### src/rtl/mem_err_pkg.sv
package mem_err_pkg;

   typedef enum logic [1:0] {
      EV_SINGLE = 2'd0,
      EV_MULTI  = 2'd1,
      EV_MSEL   = 2'd2,
      EV_NONE   = 2'd3
   } ev_kind_e;

   // status bit positions
   localparam int FLG_SBE   = 0;
   localparam int FLG_MBE   = 1;
   localparam int FLG_MSE   = 2;
   localparam int FLG_MULTI = 3;
   localparam int NFLAG     = 4;
   localparam int NKIND     = 3;

   // register word indices
   localparam int RA_STATUS = 0;
   localparam int RA_DIS    = 1;
   localparam int RA_IEN    = 2;
   localparam int RA_SBE    = 3;
   localparam int RA_CADDR  = 4;
   localparam int RA_CDHI   = 5;
   localparam int RA_CDLO   = 6;
   localparam int RA_CECC   = 7;
   localparam int RA_CATTR  = 8;
   localparam int NREG      = 9;
   localparam int NCAP      = 5;

   // management word field offsets
   localparam int SBE_CNT_LSB = 0;
   localparam int SBE_THR_LSB = 16;

   // attribute word field offsets
   localparam int AT_VLD  = 0;
   localparam int AT_BEAT = 4;
   localparam int AT_TSIZ = 8;
   localparam int AT_TSRC = 16;
   localparam int AT_TTYP = 24;

   function automatic logic [31:0] field_mask(input int width, input int lsb);
      logic [63:0] ones;
      ones = (64'h1 << width) - 64'h1;
      return 32'(ones << lsb);
   endfunction

endpackage

### src/rtl/mem_err_sbe_ctr.sv
module mem_err_sbe_ctr #(
   parameter int CNT_W    = 8,
   parameter int THR_INIT = 255
) (
   input  logic             clk,
   input  logic             rst_n,
   input  logic             inc_i,
   input  logic             cnt_we_i,
   input  logic [CNT_W-1:0] cnt_wd_i,
   input  logic             thr_we_i,
   input  logic [CNT_W-1:0] thr_wd_i,
   output logic [CNT_W-1:0] cnt_o,
   output logic [CNT_W-1:0] thr_o,
   output logic             hit_o
);
   logic [CNT_W-1:0] cnt_q, thr_q, cnt_inc;
   logic             zero_thr;

   assign cnt_inc  = cnt_q + CNT_W'(1);
   assign zero_thr = (thr_q == '0);
   // zero threshold: every event counts as a crossing
   assign hit_o    = inc_i && (zero_thr || (cnt_inc == thr_q));

   always_ff @(posedge clk or negedge rst_n) begin
      if (!rst_n) begin
         cnt_q <= '0;
      end else if (cnt_we_i) begin
         cnt_q <= cnt_wd_i;
      end else if (inc_i) begin
         cnt_q <= hit_o ? '0 : cnt_inc;
      end
   end

   always_ff @(posedge clk or negedge rst_n) begin
      if (!rst_n) begin
         thr_q <= CNT_W'(THR_INIT);
      end else if (thr_we_i) begin
         thr_q <= thr_wd_i;
      end
   end

   assign cnt_o = cnt_q;
   assign thr_o = thr_q;
endmodule

### src/rtl/mem_err_flags.sv
module mem_err_flags
   import mem_err_pkg::*;
(
   input  logic             clk,
   input  logic             rst_n,
   input  logic             sbe_hit_i,
   input  logic             mbe_i,
   input  logic             mse_i,
   input  logic             clr_we_i,
   input  logic [NFLAG-1:0] clr_mask_i,
   input  logic [NKIND-1:0] ien_i,
   output logic [NFLAG-1:0] flags_o,
   output logic             irq_o
);
   logic [NFLAG-1:0] flags_q, flags_d;
   logic [NKIND-1:0] irq_terms;

   always_comb begin
      flags_d = flags_q;
      if (clr_we_i) flags_d = flags_d & ~clr_mask_i;
      // hardware sets are applied after the clear so they win
      if (sbe_hit_i) begin
         flags_d[FLG_SBE] = 1'b1;
         if (flags_q[FLG_SBE]) flags_d[FLG_MULTI] = 1'b1;
      end
      if (mbe_i) begin
         flags_d[FLG_MBE] = 1'b1;
         if (flags_q[FLG_MBE]) flags_d[FLG_MULTI] = 1'b1;
      end
      if (mse_i) flags_d[FLG_MSE] = 1'b1;
   end

   always_ff @(posedge clk or negedge rst_n) begin
      if (!rst_n) flags_q <= '0;
      else        flags_q <= flags_d;
   end

   for (genvar k = 0; k < NKIND; k++) begin : g_irq
      assign irq_terms[k] = flags_q[k] & ien_i[k];
   end

   assign irq_o   = |irq_terms;
   assign flags_o = flags_q;
endmodule

### src/rtl/mem_err_capture.sv
module mem_err_capture
   import mem_err_pkg::*;
#(
   parameter int ERR_AW        = 32,
   parameter int DATA_W        = 64,
   parameter int ECC_W         = 8,
   parameter int BEAT_W        = 3,
   parameter int TSIZ_W        = 3,
   parameter int TSRC_W        = 5,
   parameter int TTYP_W        = 2,
   parameter int REG_DW        = 32,
   parameter bit CAPTURE_FIRST = 1'b1
) (
   input  logic                        clk,
   input  logic                        rst_n,
   input  logic                        load_i,
   input  logic [ERR_AW-1:0]           addr_i,
   input  logic [DATA_W-1:0]           data_i,
   input  logic [ECC_W-1:0]            ecc_i,
   input  logic [BEAT_W-1:0]           beat_i,
   input  logic [TSIZ_W-1:0]           tsiz_i,
   input  logic [TSRC_W-1:0]           tsrc_i,
   input  logic [TTYP_W-1:0]           ttyp_i,
   input  logic [NCAP-1:0]             wsel_i,
   input  logic [REG_DW-1:0]           wdata_i,
   input  logic [REG_DW-1:0]           wmask_i,
   output logic [NCAP-1:0][REG_DW-1:0] cap_o
);
   localparam int IX_ADDR = 0;
   localparam int IX_DHI  = 1;
   localparam int IX_DLO  = 2;
   localparam int IX_ECC  = 3;
   localparam int IX_ATTR = 4;

   localparam logic [REG_DW-1:0] M_ATTR =
      REG_DW'(field_mask(1, AT_VLD)      | field_mask(BEAT_W, AT_BEAT) |
              field_mask(TSIZ_W, AT_TSIZ) | field_mask(TSRC_W, AT_TSRC) |
              field_mask(TTYP_W, AT_TTYP));

   localparam logic [NCAP-1:0][REG_DW-1:0] FMASK = {
      M_ATTR,
      REG_DW'(field_mask(ECC_W, 0)),
      {REG_DW{1'b1}},
      {REG_DW{1'b1}},
      REG_DW'(field_mask(ERR_AW, 0))
   };

   logic [NCAP-1:0][REG_DW-1:0] cap_q, ld_w;
   logic                        valid, load_en;
   logic [REG_DW-1:0]           attr_w;

   always_comb begin
      attr_w = '0;
      attr_w[AT_VLD]                = 1'b1;
      attr_w[AT_BEAT +: BEAT_W]     = beat_i;
      attr_w[AT_TSIZ +: TSIZ_W]     = tsiz_i;
      attr_w[AT_TSRC +: TSRC_W]     = tsrc_i;
      attr_w[AT_TTYP +: TTYP_W]     = ttyp_i;
   end

   assign ld_w[IX_ADDR] = REG_DW'(addr_i);
   assign ld_w[IX_DHI]  = data_i[DATA_W-1 -: REG_DW];
   assign ld_w[IX_DLO]  = data_i[REG_DW-1:0];
   assign ld_w[IX_ECC]  = REG_DW'(ecc_i);
   assign ld_w[IX_ATTR] = attr_w;

   assign valid = cap_q[IX_ATTR][AT_VLD];

   if (CAPTURE_FIRST) begin : g_first
      // hold the first error until software clears valid
      assign load_en = load_i && !valid;
   end else begin : g_last
      assign load_en = load_i;
   end

   for (genvar k = 0; k < NCAP; k++) begin : g_word
      always_ff @(posedge clk or negedge rst_n) begin
         if (!rst_n) begin
            cap_q[k] <= '0;
         end else if (wsel_i[k]) begin
            cap_q[k] <= ((cap_q[k] & ~wmask_i) | (wdata_i & wmask_i)) & FMASK[k];
         end else if (load_en) begin
            cap_q[k] <= ld_w[k];
         end
      end
   end

   assign cap_o = cap_q;
endmodule

### src/rtl/mem_err_mgr.sv
module mem_err_mgr
   import mem_err_pkg::*;
#(
   parameter int ERR_AW        = 32,
   parameter int DATA_W        = 64,
   parameter int ECC_W         = 8,
   parameter int CNT_W         = 8,
   parameter int BEAT_W        = 3,
   parameter int TSIZ_W        = 3,
   parameter int TSRC_W        = 5,
   parameter int TTYP_W        = 2,
   parameter int REG_AW        = 4,
   parameter int REG_DW        = 32,
   parameter int SBE_THR_INIT  = 255,
   parameter bit CAPTURE_FIRST = 1'b1
) (
   input  logic                  clk,
   input  logic                  rst_n,
   input  logic                  evt_valid,
   input  logic [1:0]            evt_type,
   input  logic [ERR_AW-1:0]     evt_addr,
   input  logic [DATA_W-1:0]     evt_data,
   input  logic [ECC_W-1:0]      evt_ecc,
   input  logic [BEAT_W-1:0]     evt_beat,
   input  logic [TSIZ_W-1:0]     evt_tsiz,
   input  logic [TSRC_W-1:0]     evt_tsrc,
   input  logic [TTYP_W-1:0]     evt_ttyp,
   input  logic                  reg_wr,
   input  logic [REG_AW-1:0]     reg_addr,
   input  logic [REG_DW-1:0]     reg_wdata,
   input  logic [REG_DW/8-1:0]   reg_wstrb,
   output logic [REG_DW-1:0]     reg_rdata,
   output logic                  irq
);
   localparam int NB = REG_DW / 8;

   // elaboration-time parameter checks
   if (REG_DW != 32) begin : g_bad_dw
      $error("mem_err_mgr: REG_DW must be 32");
   end
   if (DATA_W != 2 * REG_DW) begin : g_bad_data
      $error("mem_err_mgr: DATA_W must be two register words");
   end
   if (ERR_AW > REG_DW || ECC_W > REG_DW) begin : g_bad_fw
      $error("mem_err_mgr: address or check width exceeds a register word");
   end
   if (CNT_W < 1 || CNT_W > 8) begin : g_bad_cnt
      $error("mem_err_mgr: CNT_W must fit one byte lane");
   end
   if (SBE_THR_INIT < 0 || SBE_THR_INIT >= (1 << CNT_W)) begin : g_bad_thr
      $error("mem_err_mgr: SBE_THR_INIT out of range");
   end
   if (BEAT_W > 4 || TSIZ_W > 8 || TSRC_W > 8 || TTYP_W > 8) begin : g_bad_attr
      $error("mem_err_mgr: attribute field too wide");
   end
   if ((1 << REG_AW) < NREG) begin : g_bad_aw
      $error("mem_err_mgr: REG_AW too small for the register map");
   end

   // write decode
   logic [REG_DW-1:0] wmask;
   logic [NREG-1:0]   wsel;

   for (genvar b = 0; b < NB; b++) begin : g_lane
      assign wmask[b*8 +: 8] = {8{reg_wstrb[b]}};
   end
   for (genvar r = 0; r < NREG; r++) begin : g_wsel
      assign wsel[r] = reg_wr && (reg_addr == REG_AW'(r));
   end

   // control registers
   logic [NKIND-1:0] dis_q, ien_q;

   always_ff @(posedge clk or negedge rst_n) begin
      if (!rst_n) begin
         dis_q <= '0;
         ien_q <= '0;
      end else begin
         if (wsel[RA_DIS])
            dis_q <= (dis_q & ~wmask[NKIND-1:0]) | (reg_wdata[NKIND-1:0] & wmask[NKIND-1:0]);
         if (wsel[RA_IEN])
            ien_q <= (ien_q & ~wmask[NKIND-1:0]) | (reg_wdata[NKIND-1:0] & wmask[NKIND-1:0]);
      end
   end

   // event acceptance
   logic acc_sbe, acc_mbe, acc_mse, acc_any;

   assign acc_sbe = evt_valid && (evt_type == EV_SINGLE) && !dis_q[FLG_SBE];
   assign acc_mbe = evt_valid && (evt_type == EV_MULTI)  && !dis_q[FLG_MBE];
   assign acc_mse = evt_valid && (evt_type == EV_MSEL)   && !dis_q[FLG_MSE];
   assign acc_any = acc_sbe || acc_mbe || acc_mse;

   // single-bit counter and threshold
   logic [CNT_W-1:0] sbe_cnt, sbe_thr;
   logic             sbe_hit;

   mem_err_sbe_ctr #(
      .CNT_W    (CNT_W),
      .THR_INIT (SBE_THR_INIT)
   ) u_ctr (
      .clk      (clk),
      .rst_n    (rst_n),
      .inc_i    (acc_sbe),
      .cnt_we_i (wsel[RA_SBE] && reg_wstrb[SBE_CNT_LSB/8]),
      .cnt_wd_i (reg_wdata[SBE_CNT_LSB +: CNT_W]),
      .thr_we_i (wsel[RA_SBE] && reg_wstrb[SBE_THR_LSB/8]),
      .thr_wd_i (reg_wdata[SBE_THR_LSB +: CNT_W]),
      .cnt_o    (sbe_cnt),
      .thr_o    (sbe_thr),
      .hit_o    (sbe_hit)
   );

   // detect flags and interrupt
   logic [NFLAG-1:0] det_flags;

   mem_err_flags u_flags (
      .clk        (clk),
      .rst_n      (rst_n),
      .sbe_hit_i  (sbe_hit),
      .mbe_i      (acc_mbe),
      .mse_i      (acc_mse),
      .clr_we_i   (wsel[RA_STATUS]),
      .clr_mask_i (reg_wdata[NFLAG-1:0] & wmask[NFLAG-1:0]),
      .ien_i      (ien_q),
      .flags_o    (det_flags),
      .irq_o      (irq)
   );

   // capture
   logic [NCAP-1:0][REG_DW-1:0] cap_w;
   logic [REG_DW-1:0]           cap_addr_word;
   logic                        cap_valid;

   mem_err_capture #(
      .ERR_AW        (ERR_AW),
      .DATA_W        (DATA_W),
      .ECC_W         (ECC_W),
      .BEAT_W        (BEAT_W),
      .TSIZ_W        (TSIZ_W),
      .TSRC_W        (TSRC_W),
      .TTYP_W        (TTYP_W),
      .REG_DW        (REG_DW),
      .CAPTURE_FIRST (CAPTURE_FIRST)
   ) u_cap (
      .clk     (clk),
      .rst_n   (rst_n),
      .load_i  (acc_any),
      .addr_i  (evt_addr),
      .data_i  (evt_data),
      .ecc_i   (evt_ecc),
      .beat_i  (evt_beat),
      .tsiz_i  (evt_tsiz),
      .tsrc_i  (evt_tsrc),
      .ttyp_i  (evt_ttyp),
      .wsel_i  (wsel[RA_CATTR:RA_CADDR]),
      .wdata_i (reg_wdata),
      .wmask_i (wmask),
      .cap_o   (cap_w)
   );

   assign cap_addr_word = cap_w[0];
   assign cap_valid     = cap_w[NCAP-1][AT_VLD];

   // read mux
   always_comb begin
      reg_rdata = '0;
      case (reg_addr)
         REG_AW'(RA_STATUS): reg_rdata[NFLAG-1:0] = det_flags;
         REG_AW'(RA_DIS):    reg_rdata[NKIND-1:0] = dis_q;
         REG_AW'(RA_IEN):    reg_rdata[NKIND-1:0] = ien_q;
         REG_AW'(RA_SBE): begin
            reg_rdata[SBE_CNT_LSB +: CNT_W] = sbe_cnt;
            reg_rdata[SBE_THR_LSB +: CNT_W] = sbe_thr;
         end
         REG_AW'(RA_CADDR):  reg_rdata = cap_w[0];
         REG_AW'(RA_CDHI):   reg_rdata = cap_w[1];
         REG_AW'(RA_CDLO):   reg_rdata = cap_w[2];
         REG_AW'(RA_CECC):   reg_rdata = cap_w[3];
         REG_AW'(RA_CATTR):  reg_rdata = cap_w[4];
         default:            reg_rdata = '0;
      endcase
   end
endmodule

### config.mk
export PLATFORM = sky130hd
export DESIGN_NAME = mem_err_mgr
export DESIGN_NICKNAME = d
export VERILOG_FILES = /design/src/rtl/mem_err_pkg.sv /design/src/rtl/mem_err_sbe_ctr.sv /design/src/rtl/mem_err_flags.sv /design/src/rtl/mem_err_capture.sv /design/src/rtl/mem_err_mgr.sv
export SDC_FILE = /design/constraint.sdc
export NUM_CORES = 1
export LEC_CHECK = 0
export BUFFER_PORTS_ARGS = -buffer_cell sky130_fd_sc_hd__buf_2
export CORE_MARGIN = 1
export CORE_UTILIZATION = 54
export DETAILED_ROUTE_END_ITERATION = 12
export GPL_TIMING_DRIVEN = 0
export MAX_ROUTING_LAYER = met4
export PLACE_DENSITY_LB_ADDON = 0.15
export SLEW_MARGIN = 30
export SYNTH_ARGS = -nofsm -noshare
export SYNTH_HDL_FRONTEND = slang
export SYNTH_SLANG_ARGS = --single-unit
### constraint.sdc
create_clock -name clk -period 2.7 [get_ports clk]
set_input_delay 0.405 -clock clk [delete_from_list [all_inputs] [get_ports clk]]
set_output_delay 0.405 -clock clk [all_outputs]
set_load 0.02 [all_outputs]
Word-level counts from Yosys, hierarchy flattened

Index checks and enable logic that the tools add are counted.

Register bits: 186
Input port bits: 163
Output and inout bits: 33
Logic and storage cells: 115

$add $sub $neg: 1
Equality and inequality tests: 11
Muxes and demuxes: 27
Bitwise gates (word level): 24
Reductions and logical operators: 39

Operator list:

| cell                | number |
|---|---|
| $mux 32             | 10 |
| $and 32x32->32      | 4 |
| $or 32x32->32       | 3 |
| $pmux 8 s5          | 2 |
| $pmux 8 s6          | 1 |
| $not 32->32         | 1 |
| $pmux 3 s9          | 1 |
| $and 26x26->26      | 1 |
| $or 26x26->26       | 1 |
| $mux 8              | 3 |
| $pmux 4 s6          | 1 |
| $logic_and 1x1->1   | 19 |
| $reduce_bool 2->1   | 9 |
| $eq 4x3->1 const B  | 4 |
| $and 3x3->3         | 3 |
| $add 8x1->8 const B | 1 |
| $and 4x4->4         | 2 |
| $and 8x8->8         | 1 |
| $eq 4x2->1 const B  | 2 |
| $eq 8x8->1          | 1 |
| $logic_not 8->1     | 1 |
| $or 8x8->8          | 1 |
| $mux 1              | 7 |
| $pmux 1 s7          | 1 |
| other kinds (14)    | 22 |

Longest topological paths before layout

Word-level depth: 8
Mapped depth: 9
Mapped depth without buffers: 7

Cells and area by module

A second synthesis with hierarchy kept.

Cells, all modules: 942
Area total of the unflattened synthesis: 9708.1 um^2

By module, submodules not included:

| module          | instances | cells each | area an instance (um^2) | sequential area each (um^2) |
|---|---|---|---|---|
| mem_err_capture | 1         | 576        | 6632.6                  | 2952.8 |
| mem_err_mgr     | 1         | 246        | 1884.3                  | 150.1 |
| mem_err_sbe_ctr | 1         | 106        | 1026.0                  | 410.4 |
| mem_err_flags   | 1         | 14         | 165.2                   | 100.1 |

Least setup slack after synthesis

Ideal clock, no wire load.

Path kind: in2out
From: input port reg_addr[1]
To: output port reg_rdata[0]
Arrival time: 2.014 ns
Data required time: 2.295 ns
Path slack: 0.281 ns
Stages on the path: 6
Buffers on the path: 3
Path through: clkbuf_2 -> nor4b_1 -> buf_2 -> clkbuf_1 -> a221oi_1 -> o21ai_0

Word-level cells in the longest chain between the ends: 2
Elaborated cells on any way between the ends: 10
Classes of those cells: eq/ne: 8; mux: 1; reduce/logical: 1

Ends and longest elaborated chain:

| element                            | RTL line           | source |
|---|---|---|
| start, declared                    | mem_err_mgr.sv:29  | `input logic [REG_AW-1:0] reg_addr,` |
| $eq 4x4->1 (tied with other cells) | mem_err_mgr.sv:168 | `case (reg_addr)` |
| $pmux 3 s9 (*)                     | mem_err_mgr.sv:168 |  |
| end, declared                      | mem_err_mgr.sv:32  | `output logic [REG_DW-1:0] reg_rdata,` |

Every way passes the cells marked *; elsewhere a longest branch is shown, timed or not.

Final worst setup path

From: input port reg_addr[1]
To: output port reg_rdata[4]

Word-level cells in the longest chain between the ends: 2
Elaborated cells on any way between the ends: 7
Classes of those cells: eq/ne: 6; mux: 1

Ends and longest elaborated chain:

| element                            | RTL line |
|---|---|
| $eq 4x4->1 (tied with other cells) | mem_err_mgr.sv:168 |
| $pmux 4 s6 (*)                     | mem_err_mgr.sv:168 |

Marks and branches as above.

==> results summary <==
During I/O placement, the number of pins put on the boundary was 196. The most numerous cell in the Yosys netlist is sky130_fd_sc_hd__nand2_1. The CTS sink count came out at 144. For this run, design rule violations remaining after detail routing come to 0. Based on the critical path, the design can be clocked at up to 374.2 MHz. For this run, the register share of the synthesized area comes to 47.45%. Clock-pin slew was measured on the worst setup and hold paths at 0.06 ns. The netlist area before placement is 7616 sq um. The global-route met3 utilization came out at 8.208%. The worst setup path is launched from an input port. The number of buffers inserted to repair setup after CTS came out at 0. STA classifies the critical path endpoint as a primary output. The first-iteration detailed-routing DRC count is 995. The setup path with the least slack is of type input port to primary output.

The actual slew at the worst max-slew pin is 0.9258 ns. The post-detailed-placement cell area is 8850 sq um. The synthesized netlist cell count is 824. The later pin in the worst-skew pair is clocked with a latency of 0.43 ns. After detailed routing, the average wire length per cell comes to 21.10 um.

The power per cell area came out at 872.3 nW/um^2. The final critical path takes up 98.97% of the cycle. The number of warnings reported in the yosys synthesis log is 0.

The area growth from synthesis to layout is 25.48%. Setup repair after global routing could not meet its margin everywhere. Entering global routing, the biggest net connects 83 pins. The overall power of the completed layout is 8336 uW.

The final count of pins violating max slew came out at 0. The synthesized net count is 988. met2 is the most crowded layer.

The full die area came out at 14580 sq um. The total routing usage reported by global routing is 37.37%. The post-route cell area is 9557 sq um. After legalization and detailed placement, the total HPWL measured 18310 um.

The leakage power of the design came out at 0.004898 uW. Subtracting the final worst setup slack from the clock period gives 2.672 ns. The reported max-cap violation count came out at 0. The number of flip-flops and latches in the synthesized netlist came out at 144. The worst clock skew on the final layout is 0.005861 ns. In this run the tool buffered the top-level ports with 193 buffer cells.

The cell chosen for the clock root is sky130_fd_sc_hd__clkbuf_16. The final-report setup violation count came out at 0. The site row count is 43. The initial antenna violation count is 0.

The proportion of synthesized flip-flops having asynchronous set or reset came out at 100.0%. In this run the register-to-register setup slack is 0.24 ns. The filler cell count in the final layout came out at 1145. In this run the standard cell core region covers 13830 sq um. The remaining max-slew budget at the tightest pin came out at 37.86%.

For the worst setup path, the data required time is 2.30 ns. Counting distinct cell types in the post-synthesis netlist gives 61. The dominant synthesized flop cell is sky130_fd_sc_hd__dfrtp_1. sky130_fd_sc_hd__dfrtp_1 takes more of the synthesized area than any other cell.

The average cell area after synthesis is 9.243 sq um. The number of buffers on the longest clock path is 2. The highest net fanout along the worst path is 10. Across the VDD grid, the largest voltage drop is 0.0005563 V. The first detailed-routing pass took 6 iterations.

Global routing consumed, on the met2 layer, 56.72% of the routing resources. In this run the remaining antenna-violating nets after routing total 0. The worst hold-check path type is input port to flop. The floorplan die height is 120.8 um. The share of final-layout standard cells stronger than drive strength 1 is 28.35%.

The number of antenna cells inserted came out at 0. For this configuration, the core starts out at a cell density of 55.08%. Global routing finished with a remaining overflow of 0. The horizontal die dimension is 120.8 um. Detailed routing inserted a total of 7735 vias. After synthesis, the most frequently instantiated cells are sky130_fd_sc_hd__nand2_1, sky130_fd_sc_hd__dfrtp_1, sky130_fd_sc_hd__a22oi_1. The run finished with clean final reports. The count of endpoints failing hold in the final timing report came out at 0.

The H-tree depth reported by CTS is 4. In the post-synthesis netlist, the biggest area contributors are sky130_fd_sc_hd__dfrtp_1, sky130_fd_sc_hd__a22oi_1, sky130_fd_sc_hd__nand2_1, sky130_fd_sc_hd__dfstp_2, sky130_fd_sc_hd__mux2_2. The proportion of netlist area held by the largest area contributor came out at 44.69%.

Dividing the detail-routed via count by the number of cells gives 6.284. The number of global-route vias before repair came to 7377. The number of synthesized flops with an enable pin came out at 0. The first global-routing pass estimated 39350 um of wire. The last weighted congestion value of the routability-driven placer is 0.9264. For the worst setup path, the data arrival time is 2.27 ns.

Clock tree synthesis inserted a total of 17 buffers. For met1 alone, demand over resource in global routing was 47.79%. The routed design has 25980 um of wire. The net count of the finished layout is 1202.

The TritonCTS clock tree is built.
cells in the final DEF (no fill, tap or decap), types with 6 or more instances in the layout:
cell type                   Yosys  layout
sky130_fd_sc_hd__dfrtp_1      136     136
sky130_fd_sc_hd__dfstp_2        8       8
sky130_fd_sc_hd__nor2_1        26      26
sky130_fd_sc_hd__a21oi_1       14      14
sky130_fd_sc_hd__o22ai_1       22      22
sky130_fd_sc_hd__and3_1        15      15
sky130_fd_sc_hd__xor2_1         6       6
sky130_fd_sc_hd__mux2_2        15      15
sky130_fd_sc_hd__o21ai_1       15      15
sky130_fd_sc_hd__a22oi_1      130     130
sky130_fd_sc_hd__buf_6         13      14
sky130_fd_sc_hd__buf_2          8     200
sky130_fd_sc_hd__nand2_1      244     244
sky130_fd_sc_hd__buf_4          3       6
sky130_fd_sc_hd__a222oi_1      15      15
sky130_fd_sc_hd__clkbuf_16      0      17
sky130_fd_sc_hd__inv_1         23      23
sky130_fd_sc_hd__clkinv_2       0       6
sky130_fd_sc_hd__nand3_1       16      16
sky130_fd_sc_hd__nor3_1         7       6
sky130_fd_sc_hd__clkbuf_1      24      19
stage by stage:
stage	hold WS (ns)	setup slack [ns]	std cells	setup TNS (ns)	utilization, %
global placement	0.4491	-0.8540	1197	-133.76	63.70
floorplan	0.1094	0.2811	824	0	-
global route	0.2046	-0.001449	1231	-0.001449	69.12
CTS	0.1912	0.02208	1231	0	69.06
detailed placement	0.3744	-0.7755	1198	-18.98	64.00
finish	0.1957	0.02788	1231	0	69.12
final cells by class:
class                      instances  area (sq um)  area share, %
buffer                            55         357.8          3.744
clock buffer                      20         456.7          4.779
clock inverter                    12         187.7          1.964
inverter                          23         86.33         0.9034
multi-input combinational        602          3616          37.84
sequential                       144          3613          37.81
tap                              180         225.2          2.357
timing repair buffer             195          1013          10.60
power by group:
group	switching [uW]	leakage (uW)	total [uW]	internal [uW]
registers	589	0.00175	3710	3120
logic	1200	0.00283	2030	834
clock network	920	0.000319	2600	1680
total	2710	0.00490	8340	5630
cells by family (layout without fill, tap and decap cells):
| kind of cell | count (synthesis) | count (layout) | synth area share (%) |
|---|---|---|---|
| xor gates and xnor gates | 13 | 13 | 1.791 |
| DFF | 144 | 144 | 47.45 |
| AOI/OAI and AO/OA | 232 | 232 | 22.93 |
| buffers and inverters | 78 | 305 | 5.421 |
| muxes | 19 | 19 | 2.744 |
| adders and majority gates | 1 | 1 | 0.1643 |
| and+or+nand+nor | 337 | 337 | 19.50 |
worst max-delay path, stage by stage:
cell                       delay, ns
sky130_fd_sc_hd__buf_2          0.12
sky130_fd_sc_hd__clkbuf_2       0.19
sky130_fd_sc_hd__nor4bb_1       0.35
sky130_fd_sc_hd__buf_2          0.28
sky130_fd_sc_hd__buf_4          0.26
sky130_fd_sc_hd__buf_4          0.25
sky130_fd_sc_hd__a22oi_1        0.11
sky130_fd_sc_hd__nand3_1        0.12
sky130_fd_sc_hd__buf_2          0.17
routing by layer:
layer / wire [um] / share of wire, %
met1: 10160 / 39
met2: 12050 / 46
met3: 2686 / 10
met4: 1084 / 4.2
met5: 0 / 0
final timing paths:
check,cells after the start,endpoint,from
max,9,reg_rdata[4],reg_addr[1]
max reg2reg,8,u_ctr.cnt_o[3],u_ctr.cnt_o[0]
min reg2reg,2,flop,flop
max in group asynchronous,3,u_ctr.thr_o[2],rst_n
min in group asynchronous,2,async pin,rst_n
min,3,flop,evt_data[28]
repair_timing:
| item | in CTS | in global routing |
|---|---|---|
| gates resized for setup | 17 | 5 |
| hold buffers | 1 | 0 |
| setup endpoints to repair | 31 | 12 |
| hold endpoints to repair | 62 | 0 |
No activity file was read; power rests on OpenSTA's default activity.
